$ cat src/rtl/tcc_pkg.sv
package tcc_pkg;
  localparam int ADR_CTRL = 'h12;
  localparam int ADR_STAT = 'h13;
  localparam int ADR_ICH  = 'h14;
  localparam int ADR_ICL  = 'h15;
  localparam int ADR_OCH  = 'h16;
  localparam int ADR_OCL  = 'h17;

  localparam int ST_ICF = 7;
  localparam int ST_OCF = 6;

  typedef struct packed {
    logic icie;
    logic ocie;
    logic lvl;
    logic rise;
  } ctrl_t;
endpackage

$ cat src/rtl/tcc_counter.sv
module tcc_counter #(
  parameter int W = 16
) (
  input  logic         clk,
  input  logic         rst_n,
  output logic [W-1:0] cnt
);
  always_ff @(posedge clk) begin
    if (!rst_n) cnt <= '0;
    else        cnt <= cnt + 1'b1;
  end

  p_count_step_r1: assert property (@(posedge clk) disable iff (!rst_n)
    rst_n |=> cnt == W'($past(cnt) + 1'b1));
endmodule

$ cat src/rtl/tcc_capture.sv
module tcc_capture #(
  parameter int W     = 16,
  parameter int SYNC  = 2
) (
  input  logic         clk,
  input  logic         rst_n,
  input  logic         pin,
  input  logic         rise_sel,
  input  logic [W-1:0] cnt,
  input  logic         rd_hi,
  input  logic         rd_lo,
  input  logic         stat_rd,
  output logic [W-1:0] icr,
  output logic         flag
);
  logic [SYNC-1:0] sync_q;
  logic            prev_q;
  logic            lock_q;
  logic            arm_q;
  logic            edge_hit;
  logic            take;
  logic            s_now;

  generate
    if (SYNC == 1) begin : g_one
      always_ff @(posedge clk) begin
        if (!rst_n) sync_q <= '0;
        else        sync_q <= pin;
      end
    end else begin : g_many
      always_ff @(posedge clk) begin
        if (!rst_n) sync_q <= '0;
        else        sync_q <= {sync_q[SYNC-2:0], pin};
      end
    end
  endgenerate

  assign s_now    = sync_q[SYNC-1];
  assign edge_hit = rise_sel ? (s_now & ~prev_q) : (~s_now & prev_q);
  assign take     = edge_hit & ~lock_q;

  always_ff @(posedge clk) begin
    if (!rst_n) begin
      prev_q <= 1'b0;
      lock_q <= 1'b0;
    end else begin
      prev_q <= s_now;
      if (rd_lo)      lock_q <= 1'b0;
      else if (rd_hi) lock_q <= 1'b1;
    end
  end

  always_ff @(posedge clk) begin
    if (take) icr <= cnt;
  end

  always_ff @(posedge clk) begin
    if (!rst_n) begin
      flag  <= 1'b0;
      arm_q <= 1'b0;
    end else begin
      if (stat_rd)            arm_q <= flag;
      else if (rd_lo)         arm_q <= 1'b0;
      if (take)               flag <= 1'b1;
      else if (rd_lo && arm_q) flag <= 1'b0;
    end
  end

  p_lock_freezes_r3: assert property (@(posedge clk) disable iff (!rst_n)
    lock_q |=> $stable(icr));
  p_flag_clear_r5: assert property (@(posedge clk) disable iff (!rst_n)
    (rd_lo && arm_q && !take) |=> !flag);
  p_set_wins_r9: assert property (@(posedge clk) disable iff (!rst_n)
    (take && rd_lo) |=> flag);
endmodule

$ cat src/rtl/tcc_compare.sv
module tcc_compare #(
  parameter int BW = 8,
  parameter int W  = 2 * BW
) (
  input  logic          clk,
  input  logic          rst_n,
  input  logic [W-1:0]  cnt,
  input  logic          wr_hi,
  input  logic          wr_lo,
  input  logic          acc_lo,
  input  logic          stat_rd,
  input  logic [BW-1:0] wdata,
  input  logic          lvl,
  output logic [W-1:0]  ocr,
  output logic          flag,
  output logic          pin
);
  logic cmp_en;
  logic arm_q;
  logic hit;

  always_ff @(posedge clk) begin
    if (wr_hi) ocr[W-1:BW] <= wdata;
    if (wr_lo) ocr[BW-1:0] <= wdata;
  end

  assign hit = cmp_en && (cnt == ocr);

  always_ff @(posedge clk) begin
    if (!rst_n) begin
      cmp_en <= 1'b0;
      pin    <= 1'b0;
      flag   <= 1'b0;
      arm_q  <= 1'b0;
    end else begin
      if (wr_hi)      cmp_en <= 1'b0;
      else if (wr_lo) cmp_en <= 1'b1;
      if (hit) pin <= lvl;
      if (stat_rd)     arm_q <= flag;
      else if (acc_lo) arm_q <= 1'b0;
      if (hit)                  flag <= 1'b1;
      else if (acc_lo && arm_q) flag <= 1'b0;
    end
  end

  p_pin_level_r6: assert property (@(posedge clk) disable iff (!rst_n)
    $rose(flag) |-> pin == $past(lvl));
  p_hold_off_r7: assert property (@(posedge clk) disable iff (!rst_n)
    !cmp_en |=> $stable(pin) && !$rose(flag));
  p_ocf_clear_r8: assert property (@(posedge clk) disable iff (!rst_n)
    (acc_lo && arm_q && !hit) |=> !flag);
endmodule

$ cat src/rtl/tcc_top.sv
module tcc_top
  import tcc_pkg::*;
#(
  parameter int BYTE_W      = 8,
  parameter int ADDR_W      = 5,
  parameter int SYNC_STAGES = 2
) (
  input  logic              clk,
  input  logic              rst_n,
  input  logic              cap_in,
  output logic              cmp_out,
  output logic              irq,
  input  logic [ADDR_W-1:0] bus_addr,
  input  logic              bus_wr,
  input  logic              bus_rd,
  input  logic [BYTE_W-1:0] bus_wdata,
  output logic [BYTE_W-1:0] bus_rdata
);
  localparam int CNT_W = 2 * BYTE_W;

  ctrl_t             ctrl;
  logic [CNT_W-1:0]  cnt;
  logic [CNT_W-1:0]  icr;
  logic [CNT_W-1:0]  ocr;
  logic              icf, ocf;
  logic sel_ctrl, sel_stat, sel_ich, sel_icl, sel_och, sel_ocl;

  assign sel_ctrl = bus_addr == ADDR_W'(ADR_CTRL);
  assign sel_stat = bus_addr == ADDR_W'(ADR_STAT);
  assign sel_ich  = bus_addr == ADDR_W'(ADR_ICH);
  assign sel_icl  = bus_addr == ADDR_W'(ADR_ICL);
  assign sel_och  = bus_addr == ADDR_W'(ADR_OCH);
  assign sel_ocl  = bus_addr == ADDR_W'(ADR_OCL);

  always_ff @(posedge clk) begin
    if (!rst_n) ctrl <= '0;
    else if (bus_wr && sel_ctrl)
      ctrl <= '{icie: bus_wdata[7], ocie: bus_wdata[6],
                lvl: bus_wdata[1], rise: bus_wdata[0]};
  end

  tcc_counter #(.W(CNT_W)) u_cnt (
    .clk(clk), .rst_n(rst_n), .cnt(cnt)
  );

  tcc_capture #(.W(CNT_W), .SYNC(SYNC_STAGES)) u_cap (
    .clk(clk), .rst_n(rst_n), .pin(cap_in), .rise_sel(ctrl.rise),
    .cnt(cnt), .rd_hi(bus_rd && sel_ich), .rd_lo(bus_rd && sel_icl),
    .stat_rd(bus_rd && sel_stat), .icr(icr), .flag(icf)
  );

  tcc_compare #(.BW(BYTE_W)) u_cmp (
    .clk(clk), .rst_n(rst_n), .cnt(cnt),
    .wr_hi(bus_wr && sel_och), .wr_lo(bus_wr && sel_ocl),
    .acc_lo((bus_wr || bus_rd) && sel_ocl),
    .stat_rd(bus_rd && sel_stat), .wdata(bus_wdata), .lvl(ctrl.lvl),
    .ocr(ocr), .flag(ocf), .pin(cmp_out)
  );

  always_comb begin
    bus_rdata = '0;
    if (sel_ctrl) begin
      bus_rdata[7] = ctrl.icie;
      bus_rdata[6] = ctrl.ocie;
      bus_rdata[1] = ctrl.lvl;
      bus_rdata[0] = ctrl.rise;
    end
    if (sel_stat) begin
      bus_rdata[ST_ICF] = icf;
      bus_rdata[ST_OCF] = ocf;
    end
    if (sel_ich) bus_rdata = icr[CNT_W-1:BYTE_W];
    if (sel_icl) bus_rdata = icr[BYTE_W-1:0];
    if (sel_och) bus_rdata = ocr[CNT_W-1:BYTE_W];
    if (sel_ocl) bus_rdata = ocr[BYTE_W-1:0];
  end

  assign irq = (icf && ctrl.icie) || (ocf && ctrl.ocie);

  p_irq_source_r10: assert property (@(posedge clk) disable iff (!rst_n)
    irq |-> (icf || ocf));
  p_reset_quiet_r11: assert property (@(posedge clk)
    !rst_n |=> !icf && !ocf && !cmp_out);
endmodule

$ cat config.mk
export PLATFORM = sky130hd
export DESIGN_NAME = tcc_top
export DESIGN_NICKNAME = d
export VERILOG_FILES = /design/src/rtl/tcc_pkg.sv /design/src/rtl/tcc_counter.sv /design/src/rtl/tcc_capture.sv /design/src/rtl/tcc_compare.sv /design/src/rtl/tcc_top.sv
export SDC_FILE = /design/constraint.sdc
export NUM_CORES = 1
export LEC_CHECK = 0
export BUFFER_PORTS_ARGS = -buffer_cell sky130_fd_sc_hd__clkbuf_2
export CELL_PAD_IN_SITES_DETAIL_PLACEMENT = 1
export CELL_PAD_IN_SITES_GLOBAL_PLACEMENT = 1
export CORE_MARGIN = 1
export CORE_UTILIZATION = 40
export DETAILED_ROUTE_END_ITERATION = 8
export PLACE_DENSITY = 0.81
export SLEW_MARGIN = 20
export SYNTH_ARGS = -nofsm -noshare
export SYNTH_HDL_FRONTEND = slang
export SYNTH_HIERARCHICAL = 1
export SYNTH_SLANG_ARGS = --single-unit
export TNS_END_PERCENT = 10
$ cat constraint.sdc
create_clock -name clk -period 1.7 [get_ports clk]
set_input_delay 0.255 -clock clk [delete_from_list [all_inputs] [get_ports clk]]
set_output_delay 0.255 -clock clk [all_outputs]
set_load 0.005 [all_outputs]
Word-level counts from Yosys, hierarchy flattened
Cells that the tools add are included.

operators by class
  order comparisons = 0
  $mul = 0
  equality and inequality tests = 7
  add/sub/neg operators = 1
  divide/modulo/power cells = 0
  bitwise operators = 7
  reduce and logical (&&, ||, !) cells = 20
  muxes and demuxes = 16
  shifts and indexed selects = 0

operator list
  kind                   number
  $mux 8                 4
  $eq 5x5->1 const B     6
  $add 16x1->16 const B  1
  $eq 16x16->1           1
  $logic_and 1x1->1      12
  $mux 1                 9
  $reduce_bool 2->1      4
  $mux 2                 3
  $not 1->1              4
  $reduce_or 2->1        2
  $and 1x1->1            3
  $logic_or 1x1->1       2

storage, ports and cells
  input port bits = 18
  ROM bits = 0
  bits in latches = 0
  word-level logic and storage cells = 68
  memories = 0
  RAM bits = 0
  flip-flop bits (word level) = 62
  output and inout bits = 10

Logic depth before layout (Yosys ltp)
Gate-level depths: netlist (run 1).

  depth after elaboration = 7
  gate-level depth with buffers = 8
  mapped depth without buffers = 6

Modules after synthesis
The synthesis (run 1) kept the hierarchy.

modules (own cells, without submodules)
  module       area an instance (sq um)  instances  sequential area each (sq um)  cells an instance
  tcc_compare  812.0                     1          560.5                         57
  tcc_counter  729.4                     1          320.3                         82
  tcc_capture  693.2                     1          600.6                         35
  tcc_top      618.1                     1          80.1                          96

Worst setup path after synthesis (run 1)
No wires, ideal clock.

  path kind = input to register
  start point = in bus_addr[3]
  end point = reg u_cmp.ocr[0] (enable)
  data arrival time = 1.450 ns
  stages on the path = 5
  setup time = 0.374 ns
  buffers on the path = 2
  slack = -0.123 ns
  data required time = 1.326 ns
  cells stage by stage = buf_2 nand2b_1 or3_1 buf_2 nor2_1

on the way
  longest elaborated chain between the ends = 2

ends and longest elaborated chain
  what                            RTL line           RTL
  start: declaration              tcc_top.sv:13      input logic [ADDR_W-1:0] bus_addr,
  $eq 5x5->1                      tcc_top.sv:33      assign sel_ocl = bus_addr == ADDR_W'(ADR_OCL);
  $logic_and 1x1->1               tcc_top.sv:54      .wr_hi(bus_wr && sel_och), .wr_lo(bus_wr && sel_ocl),
  end signal: indexed assignment  tcc_compare.sv:23  if (wr_hi) ocr[W-1:BW] <= wdata;
  end signal: indexed assignment  tcc_compare.sv:24  if (wr_lo) ocr[BW-1:0] <= wdata;
  end: declaration                tcc_compare.sv:14  output logic [W-1:0] ocr,

No other way between the ends.
A chain may end at the register's enable or synchronous reset.

Worst setup path in the final report (run 1)
  start point = reg u_cmp.ocr[3]
  end point = reg u_cmp.pin

on the way
  longest elaborated chain between the ends = 2

ends and longest elaborated chain
  what                    RTL line           RTL
  $eq 16x16->1            tcc_compare.sv:27  assign hit = cmp_en && (cnt == ocr);
  $logic_and 1x1->1       tcc_compare.sv:27
  end signal: assignment  tcc_compare.sv:38  if (hit) pin <= lvl;
  end: declaration        tcc_compare.sv:16  output logic pin

No other way between the ends.

==> impl_metrics.py, run 1 <==
metrics = {
    "yosys": {
        "seq_area_frac_synth_pct": 54.7,
        "synth_area_leaders": "edfxtp_1, dfxtp_1, mux2i_1",
        "synth_seq_cells": 62,
        "ys_warn_count": 6,
        "synth_top_area_cell": "edfxtp_1",
        "syn_area_um2": 2850,
        "synth_cell_type_count": 47,
        "syn-num-nets": 289,
        "syn_area_per_cell_um2": 10.6,
        "synthesis.instances": 270,
        "yosys.area.top_type_share_pct": 33.7,
    },
    "floorplanning": {
        "num_rows": 30,
        "coreArea_um2": 6830,
        "io_pins": 28,
        "dieHeight_um": 86.5,
        "start_util_pct": 41.8,
        "die_x_um": 86.5,
        "dieArea_um2": 7470,
    },
    "routing": {
        "vias": 2374,
        "routedWlPerCell_um": 19.2,
        "routed_wl_um": 8300,
        "drc": 0,
        "drt-initial-drc-count": 155,
        "first_pass_iters": 5,
        "ant_nets": 0,
        "drt-vias-per-instance": 5.48,
    },
    "power": {
        "p_leak_nw": 1.33,
        "max-vdd-ir-drop_mv": 0.454,
        "powerDensity_nw_per_um2": 867,
        "finalPower_w": 0.00310,
    },
    "global_routing": {
        "overflow": 0,
        "grt_pass1_vias": 2563,
        "grt_use_total_pct": 23.9,
        "grt_max_degree": 17,
        "grt_pass1_wl_um": 13000,
        "antenna_found_initial": 0,
    },
    "sta": {
        "maxSlewHeadroom_pct": 69.0,
        "final_hold_viol_count": 0,
        "setup-violations-final": 3,
        "drv_slew": 0,
        "worst_pin_slew_ps": 458,
        "period_share_pct": 107,
        "clock.fmax_mhz": 547,
        "fin_skew_ps": 10.8,
        "min_period_ps": 1830,
        "setup_tns_ps": -216,
        "finalHoldWorstSlack_ps": 107,
        "rsz0062_at_grt": "true",
        "fin_ws_ps": -127,
    },
    "placed_design": {
        "port_buffers": 27,
        "dp_slack_ps": -130,
        "place_area_um2": 3310,
        "place_congestion": 0.798,
        "dp_hpwl_um": 6170,
    },
    "clocking": {
        "insertion_delay_ps": 340,
        "root_buffer": "clkbuf_8",
        "clk_pin_slew_ps": 80,
        "postCtsHoldBufs": 0,
        "cts_tree": "done",
        "numCtsBuffers": 9,
        "cts_buffer_depth": 2,
        "cts.htree.levels": 3,
        "cts.sinks": 62,
    },
    "worst_hold_path": {
        "min_path_type": "in2reg",
        "min_from": "bus_wdata[5]",
        "holdPathStages": 1,
    },
    "cells_and_area": {
        "insertedDiodeCount": 0,
        "drive_above_1_share_pct": 27.9,
        "final_area_um2": 3570,
        "fill_cells": 780,
        "synthToLayoutAreaGrowth_pct": 25.3,
        "nNetsFinal": 351,
    },
    "run_status": {
        "status": "finished with violations",
        "violations": "negative setup slack",
    },
    "setup_path": {
        "rr_worst_depth": 6,
        "crit_required_ps": 1920,
        "crit_fanout": 3,
        "crit_end": "u_cmp/pin",
        "r2r_end": "u_cmp/pin",
        "start_kind": "flip-flop",
        "crit_start": "u_cmp/ocr[3]",
        "reg2reg_from": "u_cmp/ocr[3]",
        "path_class": "reg2reg",
        "cp-end-kind": "flip-flop",
        "cp_data_arrival_time_ps": 2050,
        "r2r_setup_slack_ps": -130,
    },
    "run": {
        "cap_viol_max_count": 0,
    },
}
==> synthesized netlist by cell type (all sizes together) <==
cell / instances
o32a: 1
o41ai: 1
o31a: 1
nand2b: 5
or3: 5
buf: 8
dfxtp: 30
and4: 1
and2: 6
nor4b: 1
o21ai: 11
and2b: 1
edfxtp: 32
nand4bb: 1
or2: 1
or4b: 1
nor3: 5
o22ai: 2
nand3: 7
or3b: 1
inv: 11
nor4bb: 1
mux2i: 11
nand4b: 1
nand2: 18
a21oi: 18
xnor2: 9
o31ai: 4
xor2: 10
or4: 5
ha: 1
nand3b: 1
nor2: 27
o2bb2ai: 2
a22o: 1
a22oi: 4
nand4: 4
nor4: 8
nor2b: 4
clkbuf: 2
a21boi: 2
nor3b: 5
==> registers in the layout, indices dropped and copies added, names as in the netlist <==
name and cells:
u_cap/flag 1, u_cnt/cnt 16, ctrl 4, u_cap/icr 16
u_cap/sync_q 2, u_cap/arm_q 1, u_cmp/flag 1, u_cmp/cmp_en 1
u_cmp/arm_q 1, u_cap/lock_q 1, u_cmp/ocr 16, u_cap/prev_q 1
u_cmp/pin 1
==> critical path, cell delays in order (launching register included) <==
cell	delay [ps]
edfxtp_1	420
xor2_1	180
nor4_2	320
nand2_1	140
buf_4	160
o41ai_2	380
a21oi_1	120
==> worst min path at each step <==
stage	endpoint	slack, ps
finish	u_cmp/ocr[5]	110
global route	u_cmp/ocr[5]	100
CTS	u_cmp/ocr[5]	90
detailed placement	u_cap/sync_q[1]	420
global placement	u_cap/sync_q[1]	420
floorplan	u_cmp/ocr[0]	350
==> repair_timing <==
action,CTS,global route
setup buffers,3,0
endpoints found under the hold margin,0,0
setup endpoints to repair,5,12
resized for setup,4,6
pin swaps,7,0
==> per-layer routing <==
| layer | wire length, um | up-vias | share of wire [%] | global-route usage (%) |
|---|---|---|---|---|
| li1 | - | 1104 | - | - |
| met1 | 3670 | 1198 | 44 | 30.2 |
| met2 | 4140 | 60 | 50 | 41.3 |
| met3 | 387 | 12 | 4.7 | 5.71 |
| met4 | 100 | 0 | 1.2 | 5.91 |
| met5 | 0 | - | 0 | 0 |
==> stage by stage <==
stage | instances | utilization (%)
2_1_floorplan | 270 | -
3_3_place_gp | 414 | 48.5
3_5_place_dp | 414 | 48.5
4_1_cts | 433 | 52.0
5_1_grt | 433 | 52.3
6_report | 433 | 52.3
==> layout by cell type (no fill, tap or decap), drive strengths merged, types with 8 or more instances in the layout <==
cell | Yosys | routed
xnor2 | 9 | 9
a21oi | 18 | 18
clkbuf | 2 | 36
inv | 11 | 12
dfxtp | 30 | 30
xor2 | 10 | 10
nor4 | 8 | 8
nor2 | 27 | 27
mux2i | 11 | 11
buf | 8 | 34
nand2 | 18 | 18
o21ai | 11 | 11
edfxtp | 32 | 32
==> area by class of cell <==
| type | count | area [um^2] | area share [%] |
|---|---|---|---|
| clock buffer | 9 | 124 | 3.47 |
| inverter | 11 | 41.3 | 1.16 |
| sequential | 62 | 1570 | 43.8 |
| clock inverter | 7 | 73.8 | 2.07 |
| timing repair buffer | 61 | 418 | 11.7 |
| multi-input combinational | 187 | 1230 | 34.4 |
| tap | 96 | 120 | 3.36 |
==> power by group <==
group / switching, W / total [W] / internal [W]
Combinational: 0.000115 / 0.000200 / 0.0000853
Clock: 0.000609 / 0.00129 / 0.000681
Sequential: 0.0000172 / 0.00161 / 0.00159
Total: 0.000741 / 0.00310 / 0.00236
==> cells by family after synthesis <==
group                    synth area share, %
adder cells (fa/ha/maj)                0.439
AND/OR/NAND/NOR                         21.7
buffers and inverters                   3.33
XOR/XNOR                                5.83
multiplexers                            3.86
AO/OA/AOI/OAI                           10.1
flip-flops                              54.7
Note: power is estimated with default switching activity, not from simulation.
==> inputs of run 2 (changes only) <==
- CORE_UTILIZATION: 40 -> 30
- PLACE_DENSITY: 0.81 -> 0.66
==> run 2 against run 1 <==
The run still ends with negative setup slack left. Power fell by 2.7%. Critical path type unchanged. Clock skew fell by 7.7 ps. Highest routed layer unchanged. Non-clock buffer count is 5 higher. Largest power group unchanged. Critical endpoint is now u_cmp/flag. Largest cell class unchanged.
==> impl_metrics.py, run 2 (same netlist as run 1, synthesis figures left out) <==
metrics = {
    "sta": {
        "maxSlewHeadroom_pct": 70.3,
        "min_period_ps": 1760,
        "setup-violations-final": 2,
        "period_share_pct": 104,
        "drv_slew": 0,
        "rsz0062_at_grt": "true",
        "setup_tns_ps": -71.9,
        "clock.fmax_mhz": 568,
        "fin_ws_ps": -60.7,
        "fin_skew_ps": 3.09,
        "worst_pin_slew_ps": 442,
        "final_hold_viol_count": 0,
    },
    "clocking": {
        "postCtsHoldBufs": 0,
        "cts.sinks": 62,
        "cts.htree.levels": 3,
        "numCtsBuffers": 9,
        "clk_pin_slew_ps": 70,
        "root_buffer": "clkbuf_8",
        "cts_tree": "done",
        "cts_buffer_depth": 2,
        "insertion_delay_ps": 330,
    },
    "routing": {
        "drt-initial-drc-count": 117,
        "drc": 0,
        "drt-vias-per-instance": 4.86,
        "vias": 2286,
        "routedWlPerCell_um": 17.0,
        "routed_wl_um": 8010,
        "first_pass_iters": 4,
        "ant_nets": 0,
    },
    "setup_path": {
        "path_class": "reg2reg",
        "reg2reg_from": "u_cmp/ocr[9]",
        "rr_worst_depth": 5,
        "crit_fanout": 3,
        "crit_required_ps": 1960,
        "cp-end-kind": "flip-flop",
        "crit_end": "u_cmp/flag",
        "crit_start": "u_cmp/ocr[9]",
        "r2r_end": "u_cmp/flag",
        "r2r_setup_slack_ps": -60,
        "cp_data_arrival_time_ps": 2020,
        "start_kind": "flip-flop",
    },
    "global_routing": {
        "grt_pass1_vias": 2419,
        "grt_max_degree": 17,
        "overflow": 0,
        "antenna_found_initial": 0,
        "grt_use_total_pct": 17.5,
        "grt_pass1_wl_um": 12800,
    },
    "placed_design": {
        "place_congestion": 0.789,
        "place_area_um2": 3380,
        "dp_hpwl_um": 6140,
        "port_buffers": 27,
    },
    "floorplanning": {
        "io_pins": 28,
        "dieArea_um2": 9900,
        "dieHeight_um": 99.5,
        "coreArea_um2": 9240,
        "start_util_pct": 30.9,
        "num_rows": 35,
        "die_x_um": 99.5,
    },
    "power": {
        "p_sw_w": 0.000689,
        "finalPower_w": 0.00302,
        "max-vdd-ir-drop_mv": 0.279,
        "swShare_pct": 22.8,
        "powerDensity_nw_per_um2": 830,
        "pwr-share-seq_pct": 53.4,
        "combinationalPowerShare_pct": 6.6,
        "p_int_w": 0.00233,
        "p_clk_share_pct": 39.9,
        "p_leak_nw": 1.34,
    },
    "cells_and_area": {
        "insertedDiodeCount": 0,
        "fill_cells": 1056,
        "largestRegisters": "u_cap/icr: 16 flops, u_cmp/ocr: 16 flops, u_cnt/cnt: 16 flops",
        "mostFrequentLayoutCells": "buf_4, edfxtp_1, dfxtp_1, clkbuf_2, nor2_1",
        "layout_commonest_cell": "buf_4",
        "drive_above_1_share_pct": 28.7,
        "final_area_um2": 3630,
        "seqCellArea_um2": 1570,
        "synthToLayoutAreaGrowth_pct": 27.3,
        "nNetsFinal": 356,
        "multi_input_area_um2": 1240,
    },
    "run": {
        "cap_viol_max_count": 0,
    },
    "run_status": {
        "status": "finished with violations",
        "violations": "negative setup slack",
    },
    "worst_hold_path": {
        "min_from": "bus_wdata[5]",
        "min_path_type": "in2reg",
    },
}
run 2: timing repair:
item                                    in CTS  in global routing
endpoints found under the setup margin       4                  7
pin swaps                                    8                  2
resized for setup                            5                  6
buffers inserted                             3                  0
run 2: power by group through the flow:
stage	logic, W	clock network (W)	registers (W)
CTS	0.000199	0.00123	0.00161
floorplan	0.0000917	0	0.00164
finish	0.000200	0.00120	0.00161
detailed placement	0.000196	0	0.00164
global placement	0.000191	0	0.00164
global route	0.000222	0.00129	0.00161
run 2: final cells by class:
| type | instances | area share, % |
|---|---|---|
| Sequential cell | 62 | 43.1 |
| Inverter | 11 | 1.14 |
| Tap cell | 129 | 4.45 |
| Clock buffer | 12 | 4.58 |
| Multi-Input combinational cell | 187 | 34.1 |
| Timing Repair Buffer | 66 | 12.1 |
| Clock inverter | 3 | 0.482 |
run 2: critical path: stages (launching register included):
cell	delay, ps
edfxtp_1	430
xor2_1	190
nor4_2	250
nand2_1	130
or4_4	560
a21oi_2	140
run 2: how the worst min path moves through the flow:
stage	end	slack (ps)	depth (start not counted)
after detailed placement	u_cap/sync_q[1]	440	1
after floorplan	u_cmp/ocr[0]	350	0
final	u_cmp/ocr[5]	130	1
after global routing	u_cmp/ocr[10]	110	1
after CTS	u_cmp/ocr[13]	120	1
after global placement	u_cap/sync_q[1]	420	1
run 2: per-layer routing:
layer | vias to the layer above | track usage (%) | wire length, um
met5 | - | 0 | 0
met4 | 0 | 6.22 | 117
met3 | 10 | 3.30 | 250
met2 | 40 | 29.6 | 3980
met1 | 1122 | 22.4 | 3660
li1 | 1114 | - | -
run 2: through the flow:
| stage | util (%) | setup slack (ps) | cells | hold slack (ps) |
|---|---|---|---|---|
| after CTS | 39.0 | -47.9 | 470 | 121 |
| after floorplan | - | 41.8 | 270 | 354 |
| after global placement | 36.6 | 9.44 | 452 | 416 |
| after detailed placement | 36.6 | -86.4 | 452 | 438 |
| after global routing | 39.3 | -122 | 470 | 113 |
| final | 39.3 | -60.7 | 470 | 128 |
==> inputs of run 3 (changes only) <==
- CELL_PAD_IN_SITES_DETAIL_PLACEMENT: 1 -> not set
- CELL_PAD_IN_SITES_GLOBAL_PLACEMENT: 1 -> not set
- PLACE_DENSITY: 0.66 -> 0.57
==> run 3 against run 2 <==
The flow still finishes with violations (negative setup slack). Final area increased by 1.3%. Routed wire length decreased by 12%. Sequential power about the same. Combinational power increased by 4%. Count of clock-buffer cells in the layout decreased by 2. Critical endpoint unchanged. Largest power group unchanged.
==> impl_metrics.py, run 3 (same netlist as run 1, synthesis figures left out) <==
metrics = {
    "run_status": {
        "status": "finished with violations",
        "violations": "negative setup slack",
    },
    "floorplanning": {
        "io_pins": 28,
        "start_util_pct": 30.9,
        "dieArea_um2": 9900,
        "coreArea_um2": 9240,
        "die_x_um": 99.5,
        "dieHeight_um": 99.5,
        "num_rows": 35,
    },
    "sta": {
        "finalHoldWorstSlack_ps": 115,
        "setup_tns_ps": -62.3,
        "drv_slew": 0,
        "min_period_ps": 1750,
        "setup-violations-final": 2,
        "rsz0062_at_grt": "true",
        "fin_ws_ps": -45.8,
        "period_share_pct": 103,
        "worst_pin_slew_ps": 375,
        "fin_skew_ps": 7.93,
        "clock.fmax_mhz": 573,
        "maxSlewHeadroom_pct": 74.7,
        "final_hold_viol_count": 0,
    },
    "clocking": {
        "cts.sinks": 62,
        "numCtsBuffers": 9,
        "cts_buffer_depth": 2,
        "root_buffer": "clkbuf_8",
        "cts.htree.levels": 3,
        "insertion_delay_ps": 340,
        "cts_tree": "done",
        "clk_pin_slew_ps": 70,
        "postCtsHoldBufs": 0,
    },
    "routing": {
        "drt-vias-per-instance": 4.80,
        "routedWlPerCell_um": 15.1,
        "drc": 0,
        "vias": 2246,
        "first_pass_iters": 4,
        "ant_nets": 0,
        "drt-initial-drc-count": 105,
        "routed_wl_um": 7080,
    },
    "cells_and_area": {
        "stdcell_count": 468,
        "synthToLayoutAreaGrowth_pct": 28.9,
        "layout_commonest_cell": "buf_4",
        "mostFrequentLayoutCells": "buf_4, edfxtp_1, dfxtp_1, clkbuf_2, nor2_1",
        "insertedDiodeCount": 0,
        "fill_cells": 922,
        "nNetsFinal": 353,
        "largestRegisters": "u_cap/icr: 16 flops, u_cmp/ocr: 16 flops, u_cnt/cnt: 16 flops",
        "drive_above_1_share_pct": 29.2,
    },
    "global_routing": {
        "antenna_found_initial": 0,
        "grt_use_total_pct": 15.2,
        "grt_max_degree": 17,
        "overflow": 0,
        "grt_pass1_vias": 2195,
        "grt_pass1_wl_um": 11100,
    },
    "worst_hold_path": {
        "min_from": "bus_wdata[2]",
        "min_path_type": "in2reg",
    },
    "run": {
        "cap_viol_max_count": 0,
    },
    "power": {
        "p_clk_share_pct": 43.4,
        "p_sw_w": 0.000695,
        "combinationalPowerShare_pct": 6.5,
        "finalPower_w": 0.00320,
        "max-vdd-ir-drop_mv": 0.456,
        "p_leak_nw": 1.35,
        "swShare_pct": 21.7,
        "powerDensity_nw_per_um2": 871,
        "p_int_w": 0.00251,
        "pwr-share-seq_pct": 50.2,
    },
    "setup_path": {
        "path_class": "reg2reg",
        "crit_start": "u_cmp/ocr[4]",
        "start_kind": "flip-flop",
        "crit_required_ps": 1970,
        "reg2reg_from": "u_cmp/ocr[4]",
        "crit_fanout": 3,
        "cp-end-kind": "flip-flop",
        "cp_data_arrival_time_ps": 2020,
    },
    "placed_design": {
        "port_buffers": 27,
        "dp_hpwl_um": 5380,
        "place_congestion": 0.847,
        "dp_cells": 452,
    },
}
-- run 3: per-layer routing --
layer | share of wire [%] | vias to the layer above | track usage [%] | routed length (um)
li1 | - | 1108 | - | -
met1 | 45 | 1079 | 19.2 | 3220
met2 | 47 | 50 | 24.9 | 3360
met3 | 5.6 | 9 | 3.72 | 398
met4 | 1.5 | 0 | 6.56 | 105
met5 | 0 | - | 0 | 0
-- run 3: worst paths after layout --
check | slack (ps) | depth (start not counted) | endpoint
min | 120 | 1 | u_cmp/ocr[10]
max reg2reg | -50 | 5 | u_cmp/flag
max | -50 | 5 | u_cmp/flag
min reg2reg | 440 | 1 | u_cap/sync_q[1]
-- run 3: layout make-up --
| type | count | area [um^2] | share of cell area, % |
|---|---|---|---|
| Clock buffer | 10 | 128 | 3.47 |
| Sequential cell | 62 | 1560 | 42.5 |
| Clock inverter | 6 | 86.3 | 2.35 |
| Inverter | 11 | 41.3 | 1.12 |
| Tap cell | 129 | 161 | 4.39 |
| Timing Repair Buffer | 63 | 430 | 11.7 |
| Multi-Input combinational cell | 187 | 1270 | 34.5 |
-- run 3: critical path, cell delays in order (launching register included) --
cell and delay [ps]:
edfxtp_1 400, xor2_1 170, nor4_2 300, nand2_1 140
or4_4 530, a21oi_2 140
-- run 3: repair_timing --
item / 4_1_cts / 5_1_grt
setup endpoints to repair: 4 / 9
buffers inserted: 0 / 0
pin swaps: 7 / 7
gates resized for setup: 2 / 13
-- run 3: metrics by stage --
step | instance area [um^2] | utilization (%) | setup WS (ps)
2_1_floorplan | 2860 | - | 41.8
3_3_place_gp | 3390 | 36.7 | -7.68
3_5_place_dp | 3390 | 36.7 | -59.6
4_1_cts | 3610 | 39.1 | -59.3
5_1_grt | 3680 | 39.8 | -119
6_report | 3680 | 39.8 | -45.8
-- run 3: power by group through the flow --
stage,sequential (W),clock [W],combinational [W]
floorplan,0.00164,0,0.0000917
global placement,0.00164,0,0.000196
detailed placement,0.00164,0,0.000197
CTS,0.00161,0.00142,0.000199
global route,0.00161,0.00148,0.000227
finish,0.00161,0.00139,0.000208
